===== config.mk =====
export PLATFORM = sky130hd
export DESIGN_NAME = pps_stamp_unit
export DESIGN_NICKNAME = d
export VERILOG_FILES = /design/src/rtl/pps_pkg.sv /design/src/rtl/pps_sync_edge.sv /design/src/rtl/pps_ext_counter.sv /design/src/rtl/pps_capture.sv /design/src/rtl/pps_interval_qual.sv /design/src/rtl/pps_stamp_unit.sv
export SDC_FILE = /design/constraint.sdc
export NUM_CORES = 1
export LEC_CHECK = 0
export BUFFER_PORTS_ARGS = -buffer_cell sky130_fd_sc_hd__buf_2
export CAP_MARGIN = 20
export CORE_MARGIN = 2
export CORE_UTILIZATION = 55
export DETAILED_ROUTE_END_ITERATION = 10
export MAX_ROUTING_LAYER = met4
export PLACE_DENSITY = 0.79
export SLEW_MARGIN = 20
export SYNTH_ARGS = -nofsm -noshare
export SYNTH_HDL_FRONTEND = slang
export SYNTH_SLANG_ARGS = --single-unit

===== constraint.sdc =====
create_clock -name clk -period 5.1 [get_ports clk]
set_input_delay 0.255 -clock clk [delete_from_list [all_inputs] [get_ports clk]]
set_output_delay 0.255 -clock clk [all_outputs]
set_load 0.02 [all_outputs]

===== src/rtl/pps_pkg.sv =====
// Shared constants and helpers for the reference pulse timestamp unit.
package pps_pkg;

    // Scale for parts-per-million arithmetic.
    localparam longint unsigned PPM_SCALE = 64'd1_000_000;

    // Half-width of the acceptance band, in ticks, for a nominal count and a ppm tolerance.
    function automatic longint unsigned band_ticks(input longint unsigned nominal,
                                                   input longint unsigned ppm);
        return (nominal * ppm) / PPM_SCALE;
    endfunction

endpackage


===== src/rtl/pps_sync_edge.sv =====
// Brings an asynchronous pulse into the clock domain and flags its rising edges.
// Assumes: the pulse stays at each level for at least STAGES clocks.
// edge_o is combinational from flops and is high for one cycle per rising edge.
module pps_sync_edge #(
    parameter int STAGES = 2
) (
    input  logic clk,
    input  logic rst_n,
    input  logic pulse_i,
    output logic edge_o
);

    logic [STAGES-1:0] chain_q;
    logic              last_q;

    // First synchroniser flop samples the raw input.
    always_ff @(posedge clk) begin
        if (!rst_n) chain_q[0] <= 1'b0;
        else        chain_q[0] <= pulse_i;
    end

    // The remaining synchroniser flops shift the sample along.
    for (genvar g = 1; g < STAGES; g++) begin : g_stage
        always_ff @(posedge clk) begin
            if (!rst_n) chain_q[g] <= 1'b0;
            else        chain_q[g] <= chain_q[g-1];
        end
    end

    // Holds the previous synchronised level for edge detection.
    always_ff @(posedge clk) begin
        if (!rst_n) last_q <= 1'b0;
        else        last_q <= chain_q[STAGES-1];
    end

    assign edge_o = chain_q[STAGES-1] & ~last_q;

    // a detected edge never lasts two cycles.
    p_edge_single_r3: assert property (@(posedge clk) disable iff (!rst_n)
        edge_o |=> !edge_o);

endmodule


===== src/rtl/pps_ext_counter.sv =====
// Free-running base counter extended by a wrap count.
// Assumes: one increment per clock, no prescaler.
// ts_o = {wrap count, counter} as registered in the current cycle.
module pps_ext_counter #(
    parameter int CNT_W = 32,
    parameter int OVF_W = 16
) (
    input  logic                   clk,
    input  logic                   rst_n,
    output logic [CNT_W+OVF_W-1:0] ts_o
);

    logic [CNT_W-1:0] cnt_q;
    logic [OVF_W-1:0] ovf_q;
    logic             roll;

    assign roll = &cnt_q;

    // Counts base ticks, rolling over to zero after all-ones.
    always_ff @(posedge clk) begin
        if (!rst_n) cnt_q <= '0;
        else        cnt_q <= cnt_q + CNT_W'(1);
    end

    // Counts the rollovers of the base counter.
    always_ff @(posedge clk) begin
        if (!rst_n)    ovf_q <= '0;
        else if (roll) ovf_q <= ovf_q + OVF_W'(1);
    end

    assign ts_o = {ovf_q, cnt_q};

    // the counter steps by one while it is not at all-ones.
    p_step_r1: assert property (@(posedge clk) disable iff (!rst_n)
        !(&cnt_q) |=> (cnt_q == $past(cnt_q) + CNT_W'(1)) && $stable(ovf_q));

    // a roll returns the counter to zero and advances the wrap count.
    p_roll_r2: assert property (@(posedge clk) disable iff (!rst_n)
        (&cnt_q) |=> (cnt_q == '0) && (ovf_q == $past(ovf_q) + OVF_W'(1)));

endmodule


===== src/rtl/pps_capture.sv =====
// Latches the timestamp and a pre-incremented tag on each detected edge.
// Keeps the ready flag for the consumer.
// Assumes: ts_i is the registered timestamp, so counter and wrap count are coherent.
module pps_capture #(
    parameter int TS_W  = 48,
    parameter int SEQ_W = 16
) (
    input  logic             clk,
    input  logic             rst_n,
    input  logic             edge_i,
    input  logic [TS_W-1:0]  ts_i,
    input  logic             rd_ack_i,
    output logic             rec_valid_o,
    output logic [TS_W-1:0]  rec_ts_o,
    output logic [SEQ_W-1:0] rec_seq_o,
    output logic             ready_o
);

    logic [TS_W-1:0]  ts_q;
    logic [SEQ_W-1:0] seq_q;
    logic             valid_q;
    logic             ready_q;

    // Stores the timestamp and the advanced tag when an edge is seen.
    always_ff @(posedge clk) begin
        if (!rst_n) begin
            ts_q  <= '0;
            seq_q <= '0;
        end else if (edge_i) begin
            ts_q  <= ts_i;
            seq_q <= seq_q + SEQ_W'(1);
        end
    end

    // Produces the one-cycle record strobe.
    always_ff @(posedge clk) begin
        if (!rst_n) valid_q <= 1'b0;
        else        valid_q <= edge_i;
    end

    // Ready flag: a capture sets it with priority over the read strobe.
    always_ff @(posedge clk) begin
        if (!rst_n)        ready_q <= 1'b0;
        else if (edge_i)   ready_q <= 1'b1;
        else if (rd_ack_i) ready_q <= 1'b0;
    end

    assign rec_valid_o = valid_q;
    assign rec_ts_o    = ts_q;
    assign rec_seq_o   = seq_q;
    assign ready_o     = ready_q;

    // every capture advances the tag by exactly one.
    p_tag_step_r4: assert property (@(posedge clk) disable iff (!rst_n)
        edge_i |=> rec_seq_o == $past(rec_seq_o) + SEQ_W'(1));

    // a new record is always announced as ready.
    p_ready_on_rec_r9: assert property (@(posedge clk) disable iff (!rst_n)
        rec_valid_o |-> ready_o);

    // ready only drops after a read strobe.
    p_ready_drop_r9: assert property (@(posedge clk) disable iff (!rst_n)
        $fell(ready_o) |-> $past(rd_ack_i));

endmodule


===== src/rtl/pps_interval_qual.sv =====
// Measures ticks between consecutive records and judges them against a ppm band.
// Assumes: rec_* come from the capture register and change only with rec_valid_i.
// lock and interval update one clock after rec_valid_i.
module pps_interval_qual #(
    parameter int              TS_W          = 48,
    parameter int              SEQ_W         = 16,
    parameter longint unsigned NOMINAL_TICKS = 64'd50_000_000,
    parameter longint unsigned PPM_TOL       = 64'd100
) (
    input  logic             clk,
    input  logic             rst_n,
    input  logic             rec_valid_i,
    input  logic [TS_W-1:0]  rec_ts_i,
    input  logic [SEQ_W-1:0] rec_seq_i,
    output logic             lock_o,
    output logic [TS_W-1:0]  interval_o
);

    localparam longint unsigned BAND   = pps_pkg::band_ticks(NOMINAL_TICKS, PPM_TOL);
    localparam logic [63:0]     LO_LIM = 64'(NOMINAL_TICKS - BAND);
    localparam logic [63:0]     HI_LIM = 64'(NOMINAL_TICKS + BAND);

    logic [TS_W-1:0]  prev_ts_q;
    logic [SEQ_W-1:0] prev_seq_q;
    logic             have_prev_q;
    logic             lock_q;
    logic [TS_W-1:0]  interval_q;

    logic [TS_W-1:0]  delta;
    logic [63:0]      delta_wide;
    logic             tag_ok;
    logic             in_band;

    // Wrap-safe distance: modular subtraction over the timestamp width.
    always_comb begin
        delta      = rec_ts_i - prev_ts_q;
        delta_wide = 64'(delta);
        tag_ok     = have_prev_q && (rec_seq_i == prev_seq_q + SEQ_W'(1));
        in_band    = (delta_wide >= LO_LIM) && (delta_wide <= HI_LIM);
    end

    // Remembers the latest record as the reference for the next one.
    always_ff @(posedge clk) begin
        if (!rst_n) begin
            prev_ts_q   <= '0;
            prev_seq_q  <= '0;
            have_prev_q <= 1'b0;
        end else if (rec_valid_i) begin
            prev_ts_q   <= rec_ts_i;
            prev_seq_q  <= rec_seq_i;
            have_prev_q <= 1'b1;
        end
    end

    // Judges a qualified interval: inside the band locks and loads it, outside unlocks.
    always_ff @(posedge clk) begin
        if (!rst_n) begin
            lock_q     <= 1'b0;
            interval_q <= '0;
        end else if (rec_valid_i && tag_ok) begin
            if (in_band) begin
                lock_q     <= 1'b1;
                interval_q <= delta;
            end else begin
                lock_q     <= 1'b0;
            end
        end
    end

    assign lock_o     = lock_q;
    assign interval_o = interval_q;

    // lock is only gained with an interval inside the band.
    p_lock_band_r8: assert property (@(posedge clk) disable iff (!rst_n)
        $rose(lock_o) |-> (64'(interval_o) >= LO_LIM) && (64'(interval_o) <= HI_LIM));

    // the latched interval moves only on a record.
    p_interval_hold_r8: assert property (@(posedge clk) disable iff (!rst_n)
        !rec_valid_i |=> $stable(interval_o));

    // a record without a predecessor leaves lock alone.
    p_first_rec_r7: assert property (@(posedge clk) disable iff (!rst_n)
        (rec_valid_i && !have_prev_q) |=> $stable(lock_o));

endmodule


===== src/rtl/pps_stamp_unit.sv =====
// Top: synchroniser, extended counter, capture register and interval qualifier.
// Assumes: one clock domain (base oscillator); pps_in is asynchronous.
module pps_stamp_unit #(
    parameter int              CNT_W         = 32,
    parameter int              OVF_W         = 16,
    parameter int              SEQ_W         = 16,
    parameter int              SYNC_STAGES   = 2,
    parameter longint unsigned NOMINAL_TICKS = 64'd50_000_000,
    parameter longint unsigned PPM_TOL       = 64'd100
) (
    input  logic                         clk,
    input  logic                         rst_n,
    input  logic                         pps_in,
    input  logic                         rd_ack,
    output logic                         rec_valid,
    output logic [SEQ_W+OVF_W+CNT_W-1:0] rec_data,
    output logic                         ready,
    output logic                         lock,
    output logic [OVF_W+CNT_W-1:0]       interval_ticks
);

    localparam int TS_W = CNT_W + OVF_W;

    logic             pulse_edge;
    logic [TS_W-1:0]  now_ts;
    logic [TS_W-1:0]  cap_ts;
    logic [SEQ_W-1:0] cap_seq;

    pps_sync_edge #(.STAGES(SYNC_STAGES)) u_sync (
        .clk     (clk),
        .rst_n   (rst_n),
        .pulse_i (pps_in),
        .edge_o  (pulse_edge)
    );

    pps_ext_counter #(.CNT_W(CNT_W), .OVF_W(OVF_W)) u_count (
        .clk   (clk),
        .rst_n (rst_n),
        .ts_o  (now_ts)
    );

    pps_capture #(.TS_W(TS_W), .SEQ_W(SEQ_W)) u_cap (
        .clk         (clk),
        .rst_n       (rst_n),
        .edge_i      (pulse_edge),
        .ts_i        (now_ts),
        .rd_ack_i    (rd_ack),
        .rec_valid_o (rec_valid),
        .rec_ts_o    (cap_ts),
        .rec_seq_o   (cap_seq),
        .ready_o     (ready)
    );

    pps_interval_qual #(
        .TS_W          (TS_W),
        .SEQ_W         (SEQ_W),
        .NOMINAL_TICKS (NOMINAL_TICKS),
        .PPM_TOL       (PPM_TOL)
    ) u_qual (
        .clk         (clk),
        .rst_n       (rst_n),
        .rec_valid_i (rec_valid),
        .rec_ts_i    (cap_ts),
        .rec_seq_i   (cap_seq),
        .lock_o      (lock),
        .interval_o  (interval_ticks)
    );

    // tag occupies the upper bits of the record.
    assign rec_data = {cap_seq, cap_ts};

    // a record strobe is never two cycles long.
    p_rec_single_r3: assert property (@(posedge clk) disable iff (!rst_n)
        rec_valid |=> !rec_valid);

endmodule


# Word-level counts from Yosys, hierarchy flattened
# Cells that the tools add are included.
# op_classes
n_addsub	5
order_cmp	2
n_eq_ne	1
n_mux	3
bitwise_logic	2
n_reduce_logical	6
# op_table
operator	count
$add A16 B1 Y16 const B	3
$ge A48 B26 Y1 const B	1
$le A48 B26 Y1 const B	1
$sub A48 B48 Y48	1
$add A32 B1 Y32 const B	1
$reduce_and A32 Y1	1
$eq A16 B16 Y1	1
$logic_and A1 B1 Y1	3
$mux W1	3
$reduce_and A2 Y1	1
$reduce_bool A2 Y1	1
$and A1 B1 Y1	1
$not A1 Y1	1
# totals
register_bits	231
in_bits	4
out_inout_bits	115
elab_cells	33

# Longest topological paths before layout
# depth
depth_word	5
ltp_mapped	17
mapped_depth_nobuf	15

# By module
# A second synthesis with hierarchy kept.
# hier_totals
cells_unflattened	1612
hier_area_um2	13415.4
# by_module_without_submodules
module	instances	cells_each	area_each_um2	seq_area_each_um2
pps_interval_qual	1	1082	8428.1	2282.2
pps_capture	1	242	2467.4	1321.3
pps_ext_counter	1	281	2427.3	960.9
pps_sync_edge	1	7	92.6	60.1

# Worst setup path before layout
# Ideal clock, no wire load.
# synth_timing
path_kind	flip-flop to flip-flop
startpoint	reg u_cap.ts_q[0] (netlist: u_cap.rec_ts_o[0])
endpoint	reg u_qual.interval_q[27] (netlist: u_qual.interval_o[27])
setup_time_ns	0.116
t_arrival_ns	4.045
t_required_ns	4.984
setup_slack_ns	0.939
stages_incl_launch_ff	17
path_buffers	1
period_less_slack_ns	4.161
cell_sequence	dfxtp_1 inv_1 ha_1 inv_1 fa_1 a211oi_4 o31ai_4 a211oi_4 o21ai_2 a211oi_2 xnor2_1 or4_4 or4_4 nor4_4 nand3_4 buf_6 and3_1
# synth_between
elab_chain_len	4
elab_cells_between_ends	5
cone_classes	1 x add/sub; 2 x order compare; 2 x reduce/logical
# synth_lines
element	line	text
from (decl)	pps_capture.sv:19	logic [TS_W-1:0] ts_q;
from (signal assigned)	pps_capture.sv:30	ts_q <= ts_i;
$sub A48 B48 Y48 (*)	pps_interval_qual.sv:36	delta = rec_ts_i - prev_ts_q;
$ge A48 B26 Y1 or $le A48 B26 Y1 (tied branches)	pps_interval_qual.sv:39	in_band = (delta_wide >= LO_LIM) && (delta_wide <= HI_LIM);
$logic_and A1 B1 Y1	pps_interval_qual.sv:39	
$reduce_and A2 Y1 (no line)	-	
to (signal assigned)	pps_interval_qual.sv:63	interval_q <= delta;
to (decl)	pps_interval_qual.sv:27	logic [TS_W-1:0] interval_q;
# Mark *: on every way between the ends. The rest lies on a longest branch, timed or not.
# A chain may end at the register's enable or synchronous reset.

# Worst setup path after layout
# layout_timing
startpoint	reg u_cap.ts_q[0] (netlist: u_cap.rec_ts_o[0])
endpoint	reg u_qual.interval_q[26] (netlist: u_qual.interval_o[26])
# The elaborated chain is that of the path after synthesis.

==> impl_metrics.tcl <==
set metrics [dict create \
    yosysSeqAreaShare_pct 36.3 \
    leakagePower_nw 5.99 \
    grt_setup_unrepaired "no" \
    async_flop_share_pct 0 \
    critPathKind "flop to flop" \
    routedWlPerCell_um 16.7 \
    grt_pass1_vias 10600 \
    grt_max_degree 96 \
    synth_edf_count 0 \
    hold_viol_final 0 \
    critPathLaunchType "flop" \
    synth_top_family_by_area "simple AND/OR/NAND/NOR gates" \
    area_growth_pct 12.0 \
    dpl.hpwl_um 23700 \
    muxShareOfSynthArea_pct 5.77 \
    reg2reg_depth 15 \
    min_period_ps 4620 \
    postSynthRegisterBits 231 \
    nFillCells 2000 \
    antenna_cells 0 \
    htreeDepth 1 \
    crit_arrival_ps 5040 \
    vias 11600 \
    synthSimpleGateAreaFrac_pct 24.2 \
    cts_root_buffer "clkbuf_16" \
    seq_area_um2 4630 \
    hold_depth 3 \
    synthCells 1601 \
    r2r_end "u_qual.interval_o[26]" \
    holdCritPathClass "input port to flop" \
    avgSynthCellArea_um2 7.96 \
    swShare_pct 22.1 \
    die-height_um 156 \
    grtUsageTotal_pct 27.2 \
    worstMarginPinSlew_ps 991 \
    gp_congestion 0.948 \
    yosys_warnings 0 \
    place.port_buffers 118 \
    final_area_um2 14300 \
    wirelength_um 32900 \
    synth_top_area_share_pct 36.3 \
    via_per_inst 5.87 \
    synth_area_um2 12700 \
    final_core_util_pct 62.8 \
    setup_tns_ps 0 \
    clock_sinks 231 \
    pwr-share-seq_pct 47.5 \
    synth_fa_ha_area_share_pct 5.17 \
    cts_buffer_depth 3 \
    boundaryPins 119 \
    fin_skew_ps 12.7 \
    synth_compound_area_share_pct 16.9 \
    drv_slew 0 \
    ys.flop_type "dfxtp_1" \
    drv_cap 0 \
    power_switching_w 0.000845 \
    grt_pass1_wl_um 53300 \
    coreArea_um2 22700 \
    drtIter0Drc 725 \
    yosysMostFrequentCell "dfxtp_1" \
    die_w_um 156 \
    p_clk_share_pct 49.5 \
    r2r_setup_slack_ps 480 \
    synth_top_area_cell "dfxtp_1" \
    clk_latency_ps 530 \
    drive_gt1_share_pct 12.1 \
    min_to "u_cap.rec_valid_o" \
    multi_input_area_um2 7430 \
    synth-xor-area-share_pct 6.12 \
    p_int_w 0.00298 \
    hp-start "rst_n" \
    synth_common_cells "dfxtp_1, nand2_1, nor2_1, a21oi_1, o21ai_0" \
    r2r_start "u_cap.rec_ts_o[0]" \
    post_cts_buffers 0 \
    p_total_w 0.00383 \
    fmax_mhz 216 \
    synth.distinct_cells 78 \
    dpl_cell_area_um2 13400 \
    initial_core_util_pct 56.1 \
    combinationalPowerShare_pct 3.0 \
    timing.final.crit_share_pct 90.6 \
    endpoint_kind "flop" \
    status "completed" \
    drc_errors 0 \
    critPathMaxFanout 34 \
    grt_antenna_before_repair 0 \
    required_ps 5520 \
    rows 55 \
    clk_pin_slew_ps 60 \
    synth_nets 1657 \
    ant_nets 0 \
    hold_slack_ps 334 \
    ys_top_cells_by_area "dfxtp_1, nand2_1, a21oi_1, mux2i_1, nor2_1" \
    dieArea_um2 24400 \
    cts_buffers 26 \
    peakVddDrop_mv 0.233 \
    cts_tree "built" \
    nNetsFinal 1722 \
    slew_headroom_pct 33.6 \
    setup_viol 0 \
    drtPass1Iterations 8 \
    grt_overflow 0 \
    p_per_area_nw_per_um2 268 \
]
-- cells in the final DEF, fill, tap and decap left out, types with 34 or more instances in the layout --
cell type  count
ha_1          51
buf_2        118
dfxtp_1      230
nor2_1       174
and3_1        38
a21oi_1      143
inv_1         77
nand2_1      197
nand3_1       34
xor2_1        48
mux2i_1       69
o21ai_0       82
xnor2_1       41
nand4_1       57
or3_1         36
-- metrics by stage --
step / cells / setup slack [ps]
final: 1969 / 480
after global routing: 1969 / 182
after CTS: 1969 / 508
after detailed placement: 1921 / 498
after global placement: 1921 / 620
after floorplan: 1601 / 939
-- kinds of logic after synthesis --
logic type	count (synthesis)
AO/OA/AOI/OAI	351
XOR/XNOR	89
multiplexers	73
AND/OR/NAND/NOR	636
flip-flops	231
adder cells (fa/ha/maj)	52
buffers and inverters	169
-- registers in the layout, indices dropped and copies added (netlist names), 2 cells and up --
signal,count
u_cap.rec_seq_o,16
u_cap.rec_ts_o,48
u_count.cnt_q,32
u_count.ovf_q,16
u_qual.interval_o,48
u_qual.prev_seq_q,16
u_qual.prev_ts_q,48
u_sync.chain_q,2
-- worst max-delay path, stage by stage, from the launching register on --
cell,delay [ps]
dfxtp_1,340
inv_1,70
ha_1,150
inv_1,50
fa_1,430
a211oi_4,350
o31ai_4,150
a211oi_4,340
o32ai_1,170
nor4_1,210
a31oi_1,70
or4_4,550
or4_4,560
nor4_4,220
nand3_4,440
and3_2,400
-- timing repair --
action | CTS | global route
hold buffers | 2 | 0
setup endpoints to repair | 0 | 0
resized for setup | 0 | 0
hold endpoints to repair | 2 | 0
-- power by group through the flow --
stage / Sequential, W / Clock (W) / Combinational (W)
after floorplan: 0.00186 / 0 / 0.0000861
after global placement: 0.00186 / 0 / 0.000110
after detailed placement: 0.00186 / 0 / 0.000112
after CTS: 0.00182 / 0.00193 / 0.000114
after global routing: 0.00182 / 0.00201 / 0.000126
final: 0.00182 / 0.00190 / 0.000115
-- layout make-up --
class                   instances  share of cell area (%)
clock buffers                  32                    4.93
clock inverters                14                    1.24
inverters                      78                    2.09
multi-input cells            1201                    52.1
flip-flops and latches        231                    32.4
well taps                     285                    2.50
repair buffers                128                    4.70
-- how the worst max path moves through the flow --
stage	from	endpoint	slack [ps]
2_1_floorplan	u_cap.rec_ts_o[0]	u_qual.interval_o[27]	940
3_3_place_gp	u_cap.rec_ts_o[0]	u_qual.interval_o[26]	620
3_5_place_dp	u_cap.rec_ts_o[0]	u_qual.interval_o[47]	500
4_1_cts	u_cap.rec_ts_o[0]	u_qual.interval_o[26]	510
5_1_grt	u_qual.prev_seq_q[0]	u_qual.interval_o[0]	180
6_report	u_cap.rec_ts_o[0]	u_qual.interval_o[26]	480
-- per-layer routing --
metal | up-vias | part of all wire [%] | track usage (%)
met5 | - | 0 | -
met4 | 0 | 2.5 | 7.73
met3 | 52 | 4.7 | 3.81
met2 | 294 | 48 | 45.5
met1 | 5452 | 45 | 34.5
li1 | 5756 | - | -
Note: power is estimated with default switching activity, not from simulation.
